File: src/rtl/usb_ft_pkg.sv
package usb_ft_pkg;
    typedef enum logic [1:0] {
        FT_IDLE   = 2'd0,
        FT_LAUNCH = 2'd1,
        FT_RUN    = 2'd2
    } ft_state_e;
endpackage

File: src/rtl/usb_ft_ctrl.sv
module usb_ft_ctrl
    import usb_ft_pkg::*;
(
    input  logic      clk,
    input  logic      rst_n,
    input  logic      oper_i,
    input  logic      tick_i,
    input  logic      zero_i,
    output logic      capture_o,
    output logic      load_shadow_o,
    output logic      load_live_o,
    output logic      dec_o,
    output ft_state_e state_o
);
    ft_state_e state_q, state_d;

    // state register
    always_ff @(posedge clk or negedge rst_n) begin
        if (!rst_n) state_q <= FT_IDLE;
        else        state_q <= state_d;
    end

    // transitions
    always_comb begin
        state_d = state_q;
        unique case (state_q)
            FT_IDLE:   if (oper_i) state_d = FT_LAUNCH;
            FT_LAUNCH: if (!oper_i) state_d = FT_IDLE;
                       else if (tick_i) state_d = FT_RUN;
            FT_RUN:    if (!oper_i) state_d = FT_IDLE;
            default:   state_d = FT_IDLE;
        endcase
    end

    // command outputs
    always_comb begin
        capture_o     = 1'b0;
        load_shadow_o = 1'b0;
        load_live_o   = 1'b0;
        dec_o         = 1'b0;
        unique case (state_q)
            FT_IDLE:   capture_o = oper_i;
            FT_LAUNCH: load_shadow_o = oper_i & tick_i;
            FT_RUN: begin
                load_live_o = oper_i & tick_i & zero_i;
                dec_o       = oper_i & tick_i & ~zero_i;
            end
            default: ;
        endcase
    end

    assign state_o = state_q;

    // the first load after entry only follows the capture cycle
    a_r8_launch_after_idle: assert property (@(posedge clk) disable iff (!rst_n)
        load_shadow_o |-> $past(state_q) != FT_RUN);
endmodule

File: src/rtl/usb_ft_counter.sv
module usb_ft_counter #(
    parameter int CNT_W = 14
) (
    input  logic             clk,
    input  logic             rst_n,
    input  logic             capture_i,
    input  logic             load_shadow_i,
    input  logic             load_live_i,
    input  logic             dec_i,
    input  logic [CNT_W-1:0] ival_i,
    input  logic             itgl_i,
    output logic [CNT_W-1:0] cnt_o,
    output logic             tgl_o,
    output logic             zero_o
);
    logic [CNT_W-1:0] cnt_q, sh_q;
    logic             tgl_q, sht_q;

    always_ff @(posedge clk or negedge rst_n) begin
        if (!rst_n) begin
            cnt_q <= '0;
            sh_q  <= '0;
            tgl_q <= 1'b0;
            sht_q <= 1'b0;
        end else begin
            if (capture_i) begin
                sh_q  <= ival_i;
                sht_q <= itgl_i;
            end
            if (load_shadow_i) begin
                cnt_q <= sh_q;
                tgl_q <= sht_q;
            end else if (load_live_i) begin
                cnt_q <= ival_i;
                tgl_q <= itgl_i;
            end else if (dec_i) begin
                cnt_q <= cnt_q - 1'b1;
            end
        end
    end

    assign cnt_o  = cnt_q;
    assign tgl_o  = tgl_q;
    assign zero_o = (cnt_q == '0);

    // a step lowers the count by exactly one
    a_r2_step_down: assert property (@(posedge clk) disable iff (!rst_n)
        dec_i |=> cnt_q == $past(cnt_q) - 1'b1);
endmodule

File: src/rtl/usb_ft_fnum.sv
module usb_ft_fnum #(
    parameter int FNUM_W = 16
) (
    input  logic              clk,
    input  logic              rst_n,
    input  logic              inc_i,
    output logic [FNUM_W-1:0] fnum_o
);
    logic [FNUM_W-1:0] fnum_q;

    always_ff @(posedge clk or negedge rst_n) begin
        if (!rst_n)     fnum_q <= '0;
        else if (inc_i) fnum_q <= fnum_q + 1'b1;
    end

    assign fnum_o = fnum_q;
endmodule

File: src/rtl/usb_frame_timer.sv
module usb_frame_timer
    import usb_ft_pkg::*;
#(
    parameter int CNT_W  = 14,
    parameter int FNUM_W = 16
) (
    input  logic              clk,
    input  logic              rst_n,
    input  logic              bit_tick,
    input  logic [CNT_W-1:0]  interval_val,
    input  logic              interval_tgl,
    input  logic              oper_state,
    output logic              sof_pulse,
    output logic [31:0]       status_word,
    output logic [FNUM_W-1:0] frame_number
);
    localparam int PAD_W = 31 - CNT_W;

    logic             capture, load_sh, load_lv, dec, zero, tgl, sof_q;
    logic [CNT_W-1:0] cnt;
    ft_state_e        state;

    usb_ft_ctrl u_ctrl (
        .clk(clk), .rst_n(rst_n), .oper_i(oper_state), .tick_i(bit_tick),
        .zero_i(zero), .capture_o(capture), .load_shadow_o(load_sh),
        .load_live_o(load_lv), .dec_o(dec), .state_o(state)
    );

    usb_ft_counter #(.CNT_W(CNT_W)) u_cnt (
        .clk(clk), .rst_n(rst_n), .capture_i(capture), .load_shadow_i(load_sh),
        .load_live_i(load_lv), .dec_i(dec), .ival_i(interval_val),
        .itgl_i(interval_tgl), .cnt_o(cnt), .tgl_o(tgl), .zero_o(zero)
    );

    usb_ft_fnum #(.FNUM_W(FNUM_W)) u_fnum (
        .clk(clk), .rst_n(rst_n), .inc_i(load_sh | load_lv), .fnum_o(frame_number)
    );

    always_ff @(posedge clk or negedge rst_n) begin
        if (!rst_n) sof_q <= 1'b0;
        else        sof_q <= load_sh | load_lv;
    end

    assign sof_pulse   = sof_q;
    assign status_word = {tgl, {PAD_W{1'b0}}, cnt};

    // outside the operational state nothing moves
    a_r6_hold_idle: assert property (@(posedge clk) disable iff (!rst_n)
        !oper_state |=> $stable(status_word) && $stable(frame_number) && !sof_pulse);
    // a frame pulse always follows an operational strobe
    a_r7_sof_from_tick: assert property (@(posedge clk) disable iff (!rst_n)
        sof_pulse |-> $past(bit_tick) && $past(oper_state));
    // frame number advances with each pulse
    a_r9_fnum_inc: assert property (@(posedge clk) disable iff (!rst_n)
        sof_pulse |-> frame_number == $past(frame_number) + 1'b1);
    // zero without strobe stays zero
    a_r4_zero_wait: assert property (@(posedge clk) disable iff (!rst_n)
        (cnt == '0 && !bit_tick) |=> cnt == '0);
    // the first pulse after entry comes out of LAUNCH
    a_r8_first_from_launch: assert property (@(posedge clk) disable iff (!rst_n)
        (sof_pulse && $past(state) != FT_RUN) |-> $past(state) == FT_LAUNCH);
endmodule

File: config.mk
export PLATFORM = sky130hd
export DESIGN_NAME = usb_frame_timer
export DESIGN_NICKNAME = d
export VERILOG_FILES = /design/src/rtl/usb_ft_pkg.sv /design/src/rtl/usb_ft_ctrl.sv /design/src/rtl/usb_ft_counter.sv /design/src/rtl/usb_ft_fnum.sv /design/src/rtl/usb_frame_timer.sv
export SDC_FILE = /design/constraint.sdc
export NUM_CORES = 1
export LEC_CHECK = 0
export CORE_ASPECT_RATIO = 1.5
export CORE_MARGIN = 3
export CORE_UTILIZATION = 49
export DETAILED_ROUTE_END_ITERATION = 7
export PLACE_DENSITY = 0.92
export SLEW_MARGIN = 10
export SYNTH_ARGS = -nofsm -noshare
export SYNTH_HDL_FRONTEND = slang
export SYNTH_HIERARCHICAL = 1
export SYNTH_SLANG_ARGS = --single-unit
File: constraint.sdc
create_clock -name clk -period 3.2 [get_ports clk]
set_input_delay 0.64 -clock clk [delete_from_list [all_inputs] [get_ports clk]]
set_output_delay 0.64 -clock clk [all_outputs]
set_load 0.05 [all_outputs]
==> results_dict.tcl <==
set metrics [dict create \
    status "finished, final reports clean" \
    cts_buffers 5 \
    cts.sinks 49 \
    yosysUniqueCellTypes 50 \
    die_area_um2 6310 \
    nets 324 \
    r2r-end "u_fnum/fnum_o[15]" \
    crit_path_end_kind "register" \
    wl_per_cell_um 15.2 \
    grt_pass1_wl_um 9430 \
    synthArstFlopShare 1.00 \
    min_period_ps 2910 \
    synth-compound-area-share 0.101 \
    cts_buffer_depth 2 \
    antennaDiodeCount 0 \
    ff2ff_setup_slack_ps 290 \
    fin_crit_sh 0.909 \
    holdBufCountCts 0 \
    die_h_um 95.8 \
    muxShareOfSynthArea 0.0840 \
    cp-startpoint "u_cnt/cnt_o[1]" \
    drc_errors 0 \
    synth.ff_latch_count 49 \
    synthFlopType "dfrtp_1" \
    finalPower_mw 2.40 \
    drive_gt1_frac 0.128 \
    io_buffers 50 \
    synthAdderAreaFrac 0.00949 \
    hold_path.class "register to register" \
    syn-cell-area_um2 2640 \
    placed_cell_area_um2 3130 \
    grt-ovfl-total 0 \
    worstPathMaxFanout 7 \
    rsz0062_at_grt "false" \
    cts_tree "done" \
    wl_um 5670 \
    cts_max_level 2 \
    yosys_warnings 6 \
    maxSlewHeadroom 0.284 \
    yosys-top-cells-area "dfrtp_1 (47%), mux2_2 (6.8%), buf_4 (5.1%), xnor2_1 (4.0%), nand2_1 (3.3%)" \
    vias 1988 \
    synthSimpleGateAreaFrac 0.196 \
    finClkSkew_ps 8.79 \
    synth_top_family_by_area "simple AND/OR/NAND/NOR gates" \
    reg2reg_depth 12 \
    dr.pass1.iters 4 \
    critPathRequiredTime_ps 3400 \
    p_per_area_nw_per_um2 735 \
    first_iter_violations 78 \
    arrival_ps 3110 \
    area_growth_syn_to_layout_pct 23.9 \
    dpl.hpwl_um 4110 \
    viasPerCell 5.34 \
    regToRegStartpoint "u_cnt/cnt_o[1]" \
    antenna_found_initial 0 \
    synth_xor_area_frac 0.0698 \
    rows 32 \
    antenna_left 0 \
    post_cts_resized 0 \
    seq_area_um2 1230 \
    tightest_slew_ps 1070 \
    tns_ps 0 \
    syn_inst 254 \
    seq_area_frac_synth 0.465 \
    slew_violations 0 \
    cts.clk_slew.worst_paths_ps 90 \
    grt_pass1_vias 2036 \
    worst-setup-path-type "register to register" \
    final_area_um2 3270 \
    die_w_um 65.9 \
    crit_path_end "u_fnum/fnum_o[15]" \
    vdd_drop_max_mv 0.553 \
    crit_path_start_kind "register" \
    grt_use_total 0.191 \
    clk_latency_ps 300 \
    grt_max_degree 50 \
    finalHoldViolations 0 \
    gp_congestion 0.806 \
    multi_input_area_um2 1280 \
    p_leak_nw 1.36 \
    setup_viol 0 \
    synth_edf_count 0 \
    nFillCells 407 \
    synth.top_cell.area_share 0.465 \
    syn_area_per_cell_um2 10.4 \
    yosys.area.top_type "dfrtp_1" \
    cap_violations 0 \
    core-area_um2 5160 \
    initial_core_util 0.510 \
    max_freq_mhz 344 \
    cts_setup_buffers 0 \
    num_io_pins 68 \
    root_buffer "clkbuf_8" \
]
## critical path: stages (launching register included)
cell     delay, ps
dfrtp_1        450
inv_1           90
ha_1           190
nor3b_4        320
nand3_2        170
nor3_1         280
inv_1           90
nor2_2         120
or2_1          290
nand4_4        180
nor3_2         340
nand3_1        150
xnor2_1        140
## logic make-up after synthesis
logic type	count (synthesis)
AOI/OAI and AO/OA	42
xor gates and xnor gates	21
adders and majority gates	2
buffers and inverters	33
DFF	49
muxes	20
other	1
and+or+nand+nor	86
## metrics by stage
step | setup slack [ps] | hold slack, ps | std cells | util
after floorplan | 424 | 344 | 270 | -
after global placement | 513 | 457 | 364 | 0.607
after detailed placement | 360 | 465 | 364 | 0.607
after CTS | 332 | 479 | 372 | 0.633
after global routing | 69.8 | 510 | 372 | 0.633
final | 290 | 477 | 372 | 0.633
## placed cells by master, fill, tap and decap left out, types with 4 or more instances in the layout
master	n
buf_4	4
conb_1	17
o21ai_0	10
nand3_1	7
dfrtp_1	49
clkdlybuf4s50_1	49
a21oi_1	15
clkbuf_8	5
nand2_1	23
inv_1	5
nor2b_1	8
xnor2_1	12
mux2_2	16
nor3b_1	7
xor2_1	9
nor2_1	11
nor3_1	6
## layer usage
| metal | up-vias | wire, um | global-route usage |
|---|---|---|---|
| met4 | 0 | 116 | 0.0813 |
| met1 | 961 | 2130 | 0.219 |
| met2 | 62 | 3070 | 0.332 |
| li1 | 952 | - | - |
| met5 | - | 0 | 0 |
| met3 | 13 | 356 | 0.0491 |
## where the power goes
part	switching [mW]	internal (mW)
registers	0.175	0.748
clock network	0.204	0.310
logic	0.594	0.369
total	0.973	1.43
## worst min path at each step
stage	startpoint	endpoint	slack, ps	cells after the start
detailed placement	u_fnum/fnum_o[15]	u_fnum/fnum_o[15]	460	1
finish	u_fnum/fnum_o[15]	u_fnum/fnum_o[15]	480	1
floorplan	rst_n	sof_pulse	340	0
global placement	u_cnt/sht_q	u_cnt/tgl_o	460	2
global route	u_fnum/fnum_o[15]	u_fnum/fnum_o[15]	510	1
CTS	u_fnum/fnum_o[15]	u_fnum/fnum_o[15]	480	1
## Yosys cell counts, types with 6 or more instances
master / instances
nand3_1: 7
xor2_1: 9
nor3_1: 6
buf_4: 18
nand2_1: 23
nor2b_1: 8
dfrtp_1: 49
nor3b_1: 7
o21ai_0: 10
clkbuf_1: 6
xnor2_1: 12
mux2_2: 16
a21oi_1: 15
nor2_1: 12
## state kept, by name, summed over array words and instances (netlist names)
name / cells
u_cnt/cnt_o: 14
u_cnt/sht_q: 1
u_ctrl/state_o: 2
u_fnum/fnum_o: 16
sof_pulse: 1
u_cnt/sh_q: 14
u_cnt/tgl_o: 1
## layout make-up
cell class / instances / share of cell area
clock buffers: 5 / 0.0211
repair buffers: 54 / 0.161
inverters: 5 / 0.00574
clock inverters: 3 / 0.0199
multi-input cells: 188 / 0.391
flip-flops and latches: 49 / 0.375
well taps: 68 / 0.0260
No activity file was read; power rests on OpenSTA's default activity.
